$ cat config.mk
export PLATFORM = sky130hd
export DESIGN_NAME = snoop_collect
export DESIGN_NICKNAME = d
export VERILOG_FILES = /design/src/rtl/snp_pkg.sv /design/src/rtl/snp_or_combine.sv /design/src/rtl/snp_window.sv /design/src/rtl/snp_result.sv /design/src/rtl/snoop_collect.sv
export SDC_FILE = /design/constraint.sdc
export NUM_CORES = 1
export LEC_CHECK = 0
export BUFFER_PORTS_ARGS = -buffer_cell sky130_fd_sc_hd__buf_2
export CAP_MARGIN = 30
export CORE_AREA = 2 2 40 42
export DETAILED_ROUTE_END_ITERATION = 8
export DIE_AREA = 0 0 42 44
export PLACE_DENSITY_LB_ADDON = 0.2
export SETUP_SLACK_MARGIN = 0.1
export SLEW_MARGIN = 40
export SYNTH_ARGS = -nofsm -noshare
export SYNTH_HDL_FRONTEND = slang
export SYNTH_SLANG_ARGS = --single-unit
$ cat constraint.sdc
create_clock -name clk -period 1.95 [get_ports clk]
set_input_delay 0.39 -clock clk [delete_from_list [all_inputs] [get_ports clk]]
set_output_delay 0.39 -clock clk [all_outputs]
set_load 0.01 [all_outputs]
$ cat src/rtl/snp_pkg.sv
package snp_pkg;

    typedef enum logic {
        S_IDLE = 1'b0,
        S_WAIT = 1'b1
    } win_state_e;

    typedef struct packed {
        logic shared;
        logic dirty;
    } snoop_res_t;

    function automatic int max_int(input int a, input int b);
        return (a > b) ? a : b;
    endfunction

endpackage

$ cat src/rtl/snp_or_combine.sv
module snp_or_combine
    import snp_pkg::*;
#(
    parameter int N_CACHE = 4
) (
    input  logic [N_CACHE-1:0] copy_i,
    input  logic [N_CACHE-1:0] mod_i,
    input  logic [N_CACHE-1:0] busy_i,
    output snoop_res_t         res_o,
    output logic               any_busy_o
);

    logic [N_CACHE:0] c_chain;
    logic [N_CACHE:0] m_chain;
    logic [N_CACHE:0] b_chain;

    assign c_chain[0] = 1'b0;
    assign m_chain[0] = 1'b0;
    assign b_chain[0] = 1'b0;

    for (genvar g = 0; g < N_CACHE; g++) begin : g_or
        assign c_chain[g+1] = c_chain[g] | copy_i[g];
        assign m_chain[g+1] = m_chain[g] | mod_i[g];
        assign b_chain[g+1] = b_chain[g] | busy_i[g];
    end

    assign res_o.shared = c_chain[N_CACHE];
    assign res_o.dirty  = m_chain[N_CACHE];
    assign any_busy_o   = b_chain[N_CACHE];

endmodule

$ cat src/rtl/snp_window.sv
module snp_window
    import snp_pkg::*;
#(
    parameter int SNOOP_LAT   = 3,
    parameter int TIMEOUT_LIM = 16
) (
    input  logic clk,
    input  logic rst,
    input  logic txn_valid,
    input  logic var_mode,
    input  logic any_busy,
    output logic accept,
    output logic capture,
    output logic abort_now,
    output logic proto_err,
    output logic timeout_err
);

    localparam int MAXC = max_int(SNOOP_LAT, TIMEOUT_LIM);
    localparam int CW   = $clog2(MAXC + 2);
    localparam logic [CW-1:0] LAT_C = CW'(SNOOP_LAT);
    localparam logic [CW-1:0] TO_C  = CW'(TIMEOUT_LIM);
    localparam logic [CW-1:0] MAX_C = CW'(MAXC);

    win_state_e      st;
    logic [CW-1:0]   cnt;
    logic            in_wait;

    assign in_wait = (st == S_WAIT);

    always_comb begin
        accept    = !in_wait && txn_valid;
        capture   = in_wait && (var_mode ? !any_busy : (cnt == LAT_C));
        abort_now = in_wait && var_mode && any_busy && (cnt == TO_C);
    end

    always_ff @(posedge clk) begin
        if (rst) begin
            st          <= S_IDLE;
            cnt         <= '0;
            proto_err   <= 1'b0;
            timeout_err <= 1'b0;
        end else begin
            proto_err   <= in_wait && txn_valid;
            timeout_err <= abort_now;
            if (accept) begin
                st  <= S_WAIT;
                cnt <= CW'(1);
            end else if (capture || abort_now) begin
                st <= S_IDLE;
            end else if (in_wait) begin
                cnt <= cnt + CW'(1);
            end
        end
    end

    AST_PROTO_CAUSE: assert property (@(posedge clk) disable iff (rst)
        proto_err |-> ($past(txn_valid) && $past(in_wait)));
    AST_TIMEOUT_VAR: assert property (@(posedge clk) disable iff (rst)
        timeout_err |-> ($past(var_mode) && $past(any_busy)));
    AST_CNT_BOUND: assert property (@(posedge clk) disable iff (rst)
        in_wait |-> (cnt != '0 && cnt <= MAX_C));

endmodule

$ cat src/rtl/snp_result.sv
module snp_result
    import snp_pkg::*;
(
    input  logic       clk,
    input  logic       rst,
    input  logic       accept,
    input  logic       capture,
    input  snoop_res_t res_in,
    output snoop_res_t res_q,
    output logic       done,
    output logic       mem_go,
    output logic       supplies
);

    always_ff @(posedge clk) begin
        if (rst) begin
            res_q    <= '0;
            done     <= 1'b0;
            mem_go   <= 1'b0;
            supplies <= 1'b0;
        end else begin
            done     <= capture;
            mem_go   <= capture && !res_in.dirty;
            supplies <= capture && res_in.dirty;
            if (accept)
                res_q <= '0;
            else if (capture)
                res_q <= res_in;
        end
    end

    AST_DONE_PULSE: assert property (@(posedge clk) disable iff (rst)
        done |=> !done);
    AST_MEM_EXCL: assert property (@(posedge clk) disable iff (rst)
        !(mem_go && supplies));
    AST_MEM_WITH_DONE: assert property (@(posedge clk) disable iff (rst)
        (mem_go || supplies) |-> done);
    AST_SUPPLY_DIRTY: assert property (@(posedge clk) disable iff (rst)
        done |-> (supplies == res_q.dirty));
    AST_HOLD_RESULT: assert property (@(posedge clk) disable iff (rst)
        ($past(!rst) && !$past(accept) && !$past(capture)) |-> $stable(res_q));

endmodule

$ cat src/rtl/snoop_collect.sv
module snoop_collect
    import snp_pkg::*;
#(
    parameter int N_CACHE     = 4,
    parameter int SNOOP_LAT   = 3,
    parameter int TIMEOUT_LIM = 16
) (
    input  logic               clk,
    input  logic               rst,
    input  logic               txn_valid,
    input  logic               var_mode,
    input  logic [N_CACHE-1:0] snp_copy,
    input  logic [N_CACHE-1:0] snp_mod,
    input  logic [N_CACHE-1:0] snp_busy,
    output logic               res_shared,
    output logic               res_dirty,
    output logic               snoop_done,
    output logic               mem_respond,
    output logic               cache_supplies,
    output logic               proto_err,
    output logic               timeout_err
);

    snoop_res_t comb_res;
    snoop_res_t held_res;
    logic       any_busy;
    logic       accept;
    logic       capture;
    logic       abort_now;

    snp_or_combine #(.N_CACHE(N_CACHE)) u_or (
        .copy_i     (snp_copy),
        .mod_i      (snp_mod),
        .busy_i     (snp_busy),
        .res_o      (comb_res),
        .any_busy_o (any_busy)
    );

    snp_window #(.SNOOP_LAT(SNOOP_LAT), .TIMEOUT_LIM(TIMEOUT_LIM)) u_win (
        .clk         (clk),
        .rst         (rst),
        .txn_valid   (txn_valid),
        .var_mode    (var_mode),
        .any_busy    (any_busy),
        .accept      (accept),
        .capture     (capture),
        .abort_now   (abort_now),
        .proto_err   (proto_err),
        .timeout_err (timeout_err)
    );

    snp_result u_res (
        .clk      (clk),
        .rst      (rst),
        .accept   (accept),
        .capture  (capture),
        .res_in   (comb_res),
        .res_q    (held_res),
        .done     (snoop_done),
        .mem_go   (mem_respond),
        .supplies (cache_supplies)
    );

    assign res_shared = held_res.shared;
    assign res_dirty  = held_res.dirty;

    AST_TIMEOUT_QUIET: assert property (@(posedge clk) disable iff (rst)
        timeout_err |-> !(snoop_done || mem_respond || cache_supplies));
    AST_ERR_EXCL: assert property (@(posedge clk) disable iff (rst)
        !(timeout_err && proto_err));

endmodule

---- After elaboration in Yosys (flattened, before gate mapping) ----
Cells that the tools add are included.
operators by class
  eq/ne operators ......................... 3
  muxes and demuxes ....................... 6
  reductions and logical operators ........ 17
  $add $sub $neg .......................... 1
  bitwise operators ....................... 10
operator list
  cell                                                  count
  OR 1 bit                                              9
  logical AND 1 bit                                     8
  2-to-1 mux 1 bit                                      6
  adder 5 x 1 -> 5 bit (second input constant)          1
  equality test 5 x 2 -> 1 bit (second input constant)  1
  equality test 5 bit (second input constant)           1
  AND reduction 2 bit                                   2
  nonzero test 2 bit                                    2
  zero test 1 bit                                       3
  inequality test 2 bit (second input constant)         1
  OR reduction 2 bit                                    1
  logical OR 1 bit                                      1
  inverter 1 bit                                        1
storage, ports and cells
  register bits after elaboration ......... 13
  logic and storage cells ................. 47
  input port bits ......................... 16

---- Logic depth before layout (Yosys ltp) ----
Gate-level depths: netlist of the first run.
  word-level depth ........................ 9
  mapped depth ............................ 6
  depth with buffers taken out ............ 6

---- Cells and area by module ----
A second synthesis of the first run with hierarchy kept.
unflattened totals
  cell total of the unflattened synthesis .. 62
  area, all modules ....................... 579.3 um2
by module, submodules not included
  module          sequential area each (um2)  cells each  area each (um2)  instances
  snp_window      160.2                       47          399.1            1
  snp_result      100.1                       12          157.7            1
  snp_or_combine  0.0                         3           22.5             1

---- Least setup slack after synthesis of the first run ----
No wires, ideal clock.
  kind .................................... input to register
  start point ............................. input snp_busy[1]
  end point ............................... register u_win.cnt[0]
  path slack .............................. 0.488 ns
  required time ........................... 1.864 ns
  arrival time ............................ 1.376 ns
  stages .................................. 4
  cell sequence ........................... o41ai_1 -> o22ai_2 -> xnor2_1 -> a211oi_1
between the ends
  word-level cells in the longest chain between the ends .. 9
  elaborated cells between the ends (all ways) .. 11
  those cells by class .................... eq/ne: 1; mux: 1; bitwise: 3; reduce/logical: 6
ends and longest elaborated chain
  what                                        line                  RTL
  from (decl)                                 snoop_collect.sv:14   input logic [N_CACHE-1:0] snp_busy,
  OR 1 bit (*) (3 in a row)                   snp_or_combine.sv:24  assign b_chain[g+1] = b_chain[g] | busy_i[g];
  zero test 1 bit                             snp_window.sv:33      capture = in_wait && (var_mode ? !any_busy : (cnt == LAT_C));
  2-to-1 mux 1 bit                            snp_window.sv:33
  logical AND 1 bit                           snp_window.sv:33
  logical OR 1 bit (*)                        snp_window.sv:49      end else if (capture || abort_now) begin
  inequality test 2 bit (no source line) (*)  --
  AND reduction 2 bit (no source line) (*)    --
  to (signal assigned)                        snp_window.sv:52      cnt <= cnt + CW'(1);
  to (decl)                                   snp_window.sv:26      logic [CW-1:0] cnt;
Mark *: on every way between the ends. The rest lies on a longest branch, timed or not.
A chain may end at the register's enable or synchronous reset.

---- Final worst setup path of the first run ----
  start point ............................. register u_win.cnt[0]
  end point ............................... register u_win.cnt[0]
between the ends
  word-level cells in the longest chain between the ends .. 6
  elaborated cells between the ends (all ways) .. 12
  those cells by class .................... add/sub: 1; eq/ne: 3; mux: 4; reduce/logical: 4
ends and longest elaborated chain
  what
  branches (longest 6 deep; another with adder 5 x 1 -> 5 bit)
Several ways; the timed one is not identified. The select of a mux whose other input is x is not followed.

==> results of run 1 <==
synthesized netlist by cell type:
cell,number
a211oi_1,1
a21oi_1,1
a31o_1,1
and2_1,1
and3_1,2
buf_2,1
clkbuf_1,1
dfxtp_1,13
ha_1,2
inv_1,4
mux2i_1,4
mux2i_2,1
nand2_1,6
nand2b_1,2
nand3_1,3
nor2_1,4
nor2b_1,1
nor3_1,1
nor4_1,2
nor4_4,1
nor4b_1,1
nor4b_4,1
nor4bb_1,1
o211ai_1,1
o21ai_0,1
o22ai_2,1
o41ai_1,2
or3_1,2
or3_2,1
xnor2_1,1
routing by layer:
metal / track usage (%) / share of wire [%]
met1: 15.8 / 47
met5: 0 / 0
met4: 7.74 / 0.78
met3: 4.17 / 6.5
met2: 24.7 / 46
logic make-up (layout without fill, tap and decap cells):
family                     after synthesis  in the layout  share of synthesized area [%]
buffers and inverters                    6             31                           3.79
adders and majority gates                2              2                           3.99
AOI/OAI and AO/OA                        8              8                           10.2
DFF                                     13             13                           41.5
xor gates and xnor gates                 1              1                           1.40
muxes                                    5              5                           8.58
and+or+nand+nor                         29             29                           30.5
state kept, by name, indices dropped and copies added, names as in the netlist:
name and flops:
u_win.cnt 5, u_res.res_q 2, u_res.done 1, u_res.mem_go 1, u_res.supplies 1, u_win.in_wait 1, u_win.proto_err 1, u_win.timeout_err 1
where the power goes:
part           total (uW)  switching (uW)  internal [uW]  leakage, uW
sequential            276            4.91            271     0.000105
clock                 164            84.8           79.1    0.0000150
combinational        65.7            35.0           30.7     0.000242
through the flow:
stage | hold slack, ps | total power [uW]
floorplan | 463 | 321
global placement | 456 | 347
detailed placement | 463 | 348
CTS | 345 | 512
global route | 384 | 533
finish | 351 | 506
tightest hold or removal path, cell delays in order:
cell	delay, ps
buf_2	110
inv_1	40
nor2_1	30
cell type report:
cell class                 instances  area, um2  share of cell area (%)
clock buffer                       4       26.3                    3.36
inverter                           4       15.0                    1.92
multi-input combinational         45        343                    43.8
sequential                        13        260                    33.3
tap                               16       20.0                    2.56
timing repair buffer              23        118                    15.0
worst min path at each step:
stage / endpoint / slack [ps] / cells after the start
2_1_floorplan: u_win.cnt[1] / 460 / 2
3_3_place_gp: u_res.res_q[0] / 460 / 1
3_5_place_dp: u_res.res_q[0] / 460 / 1
4_1_cts: u_win.proto_err / 340 / 3
5_1_grt: u_win.proto_err / 380 / 3
6_report: u_win.proto_err / 350 / 3
==> impl_results.md, run 1 <==
* Synthesized cell area at roughly 630 um2
* Highest-count cells in the layout ignoring fill and taps: buf_2 (22), dfxtp_1 (13), nand2_1 (6)
* Final Slew Violations at 0
* Vias/cell at slightly above 5
* Setup slack after layout at between 300 and 400 ps
* Setup TNS at 0 ps
* Die width at approximately 42 um
* Postcts setup bufs at 0
* Fin util at 55.1%
* Synth cell types at 30
* IO buf count at 22
* Clock H-tree levels at 1
* Startpoint Class: register
* Clock buffer depth at 2
* Core area at between 1000 and 1500 um2
* Synth-to-Final Area Change at 24.8%
* Total Wirelength at about 1200 um
* CTS Buf Count at 3
* Leading area contributor after synthesis: dfxtp_1
* IO Pins at 23
* CTS tree: done
* Row count at 14
* RR Endpoint: u_win.cnt[0]
* Slew @ Worst Pin at approximately 580 ps
* RePlAce Congestion at around 0.80
* DRC Markers at 0
* Avg Cell Area, Syn at roughly 10 um2
* CP startpoint: u_win.cnt[0]
* CP Capture Type: register
* #FFs+latches synth at 13
* Synth top area cells: dfxtp_1 (42%), mux2i_1 (6.4%), ha_1 (4.0%), nor4b_4 (3.8%), nand2_1 (3.6%)
* Non-filler cells, final at about 110
* DRT iter0 DRCs at 10
* Initial Util at 44.2%
* Crit share post-route at approximately 80%
* HP Class: in -> reg
* Worst Skew at between 6 and 7 ps
* Launching point of the worst reg2reg path: u_win.cnt[0]
* Sequential area share after synthesis at between 40% and 50%
* CP max FO at 6
* Filler cells at approximately 140
* Setup CP Type: reg -> reg
* Cells on worst reg2reg path at 6
* Largest net degree at the start of global routing at 11
* Worst setup path end: u_win.cnt[0]
* Pleak at 0.000362 uW
* Layout cells sized above 1 at a little over a third
* Slew margin rel. at about three fifths
* All-Layer GR Usage at between 10% and 20%
* DP Worst Slack at 259 ps
* Final Hold Fails at 0
* Crit-path max cell delay at 360 ps
* Clk_lat worst skew at roughly 270 ps
* Routed via count at between 500 and 600
* Crit-path cells: inv_1 > ha_1 > nor4bb_1 > o22ai_2 > xnor2_1 > a211oi_1
* Hold path start: txn_valid
* Outcome: finished clean
* Dpl hpwl at between 900 and 1000 um
* First-pass GRT wire length at roughly 1900 um
* Fin area at ~780 um2
* Global route total overflow at 0
* Power Density at 646 nW/um2
* Initial antenna violation count at 0
* Ant diodes at 0
* Register-to-register setup slack at between 300 and 400 ps
* Pre-antenna DRT Iters at 4
* Cell family with the largest share of critical-path delay: compound AO/OA/AOI/OAI gates
* CP required at 2150 ps
* Vias in the first global route at 480
* Critical path depth in cells at 6
* Number of antenna-violating nets in the routed design at 0
* Mapped Cells at 64
* Arrival time worst endpoint at between 1500 and 2000 ps
* Post-synth top area share at between 40 and 50%
* Dpl cells at between 100 and 150
* FMAX at around 620 MHz
* Hold-fix buffers, CTS at 0
* Synth Warn # at 0
* Peak VDD IR at 0.320 mV
* Slowest-stage cell, CP: dfxtp_1
* Clock period minus worst slack at around 1600 ps
* Max_cap viols at 0
* RSZ-0062 raised after global routing: no
* Commonest non-fill, non-tap cell in the layout: buf_2
* Setup violators final at 0
* Post_cts resized at 0
* Dpl cell area at ~760 um2
* Die outline height at 44 um
* Clock transition at path regs at approximately 80 ps
* CTS root buffer: clkbuf_4
* WL per Instance at between 10 and 15 um
* Die Area at 1850 um2
* CTS Sinks at 13
* Buffers & Inverters on Critical Path at 1
* Syn nets at ~80
* Fin nets at between 100 and 150
Note: power is estimated with default switching activity, not from simulation.
==> run 2, diff against run 1 <==
==> constraint.sdc (replaced) <==
create_clock -name clk -period 1.5 [get_ports clk]
set_input_delay 0.3 -clock clk [delete_from_list [all_inputs] [get_ports clk]]
set_output_delay 0.3 -clock clk [all_outputs]
set_load 0.01 [all_outputs]
==> impl_results.md, run 2 (synthesized netlist as in run 1, its figures left out) <==
* Power Density at 761 nW/um2 (+18%)
* Max_cap viols at 0 (unchanged)
* Core area at 1420 um2 (unchanged)
* DP Worst Slack at 2.54 ps (-256 ps)
* Clock buffer depth at 2 (unchanged)
* Vias/cell at 5.23 (+2.4%)
* WHS at 251 ps (-101 ps)
* Setup violators final at 0 (unchanged)
* Routed via count at 596 (+11%)
* Synth-to-Final Area Change at 46.7%
* IO Pins at 23 (unchanged)
* Ant diodes at 0 (unchanged)
* Storage cell area at 268 um2 (+2.9%)
* Global route total overflow at 0 (unchanged)
* HP Class: in -> reg
* WL per Instance at 12.9 um (+18%)
* DRC Markers at 0 (unchanged)
* Initial antenna violation count at 0 (unchanged)
* Clock transition at path regs at 90 ps (about the same)
* Slew margin rel. at 67.1% (+5.5 points)
* Pre-antenna DRT Iters at 4 (unchanged)
* Area of the multi-input gates at 402 um2 (+17%)
* Row count at 14 (unchanged)
* Cells on worst reg2reg path at 5 (-1)
* Die width at 42 um (unchanged)
* Setup slack after layout at 92.7 ps (-256 ps)
* Crit share post-route at 93.8% (+12 points)
* Hold-fix buffers, CTS at 0 (unchanged)
* Slew @ Worst Pin at 489 ps (-85.6 ps)
* Biggest register: u_win.cnt
* CTS root buffer: clkbuf_4
* Filler cells at 136 (-4.2%)
* Largest net degree at the start of global routing at 11 (unchanged)
* Highest-count cells in the layout ignoring fill and taps: buf_2 (22), dfxtp_1 (11), buf_4 (9), nand2_1 (6)
* Clock period minus worst slack at 1410 ps (-194 ps)
* Peak VDD IR at 0.296 mV (-7.6%)
* Commonest non-fill, non-tap cell in the layout: buf_2
* Clk_lat worst skew at 270 ps (about the same)
* Number of antenna-violating nets in the routed design at 0 (unchanged)
* Largest register FFs at 5 (unchanged)
* Worst Skew at 5.70 ps (-1.29 ps)
* Setup CP Type: reg -> reg
* Outcome: finished clean
* CP required at 1680 ps (-470 ps)
* Pleak at 0.000419 uW (+16%)
* Biggest regs: u_win.cnt: 5 flops, u_res.res_q: 2 flops
* Startpoint Class: register
* CP Capture Type: register
* Arrival time worst endpoint at 1590 ps (-210 ps)
* CTS Sinks at 13 (unchanged)
* Final Hold Fails at 0 (unchanged)
* Die Area at 1850 um2 (unchanged)
* RSZ-0062 raised after global routing: yes
* IO buf count at 22 (unchanged)
* Crit-path cells: ha_4 > nor4b_4 > mux2i_4 > nand2b_4 > a31o_1
* RePlAce Congestion at 0.817 (+1.8%)
* CTS tree: done
* First-pass GRT wire length at 2480 um (+27%)
* Clock H-tree levels at 1 (unchanged)
* Total Wirelength at 1470 um (+28%)
* Pwr Total at 700 uW (+38%)
* Initial Util at 44.2% (unchanged)
* Die outline height at 44 um (unchanged)
* Fin nets at 117 (+8.3%)
* Vias in the first global route at 605 (+26%)
* Layout cells sized above 1 at 48.0% (+13 points)
* DRT iter0 DRCs at 7 (-3)
* FMAX at 711 MHz (+14%)
* All-Layer GR Usage at 18.3% (+4.1 points)
* Crit-path max cell delay at 380 ps (+20 ps)
* Final Slew Violations at 0 (unchanged)
* Hold path depth at 3 (unchanged)
* CTS Buf Count at 3 (unchanged)
* Slowest-stage cell, CP: dfxtp_4
* Setup TNS at 0 ps (unchanged)
* CP max FO at 4 (-2)
run 2: final timing paths:
kind,startpoint,end,slack (ps)
setup / recovery,u_win.cnt[0],u_res.res_q[0],90
hold / removal,txn_valid,u_win.proto_err,250
hold reg to reg,u_res.res_q[0],u_res.res_q[0],490
setup reg to reg,u_win.cnt[0],u_res.res_q[0],90
run 2: what timing repair did:
item                                   CTS  global route
buffers inserted                         3             0
endpoints found under the hold margin    0             0
setup endpoints to repair                7            10
pin swaps                                5             4
gates resized for setup                  8             4
run 2: through the flow:
step / util, % / area (um2) / instances
after floorplan: - / 637 / 64
after global placement: 57.1 / 811 / 107
after detailed placement: 57.1 / 811 / 107
after CTS: 64.0 / 908 / 114
after global routing: 64.8 / 920 / 114
final: 64.8 / 920 / 114
run 2: routing by layer:
metal / vias up / GRT usage (%) / routed length (um)
met5: - / 0 / 0
met4: 0 / 11.6 / 31
met3: 4 / 5.83 / 89
met2: 19 / 31.9 / 717
met1: 272 / 19.3 / 635
li1: 301 / - / -
run 2: layout make-up:
class                   count  area share, %
well taps                  16           2.18
inverters                   4           1.63
clock buffers               4           2.86
multi-input cells          45           43.7
flip-flops and latches     13           29.1
repair buffers             32           20.5
run 2: worst max-delay path, delay by kind of cell, from the launching register on:
family,cells,cell delay (ps)
simple gates,2,490
flops,1,380
mux,1,160
compound gates,1,160
fa+ha+maj,1,130
run 2: report_power, final:
group | switching [uW] | total (uW) | internal (uW)
combinational | 57.3 | 116 | 58.8
sequential | 6.59 | 358 | 351
clock | 123 | 226 | 103
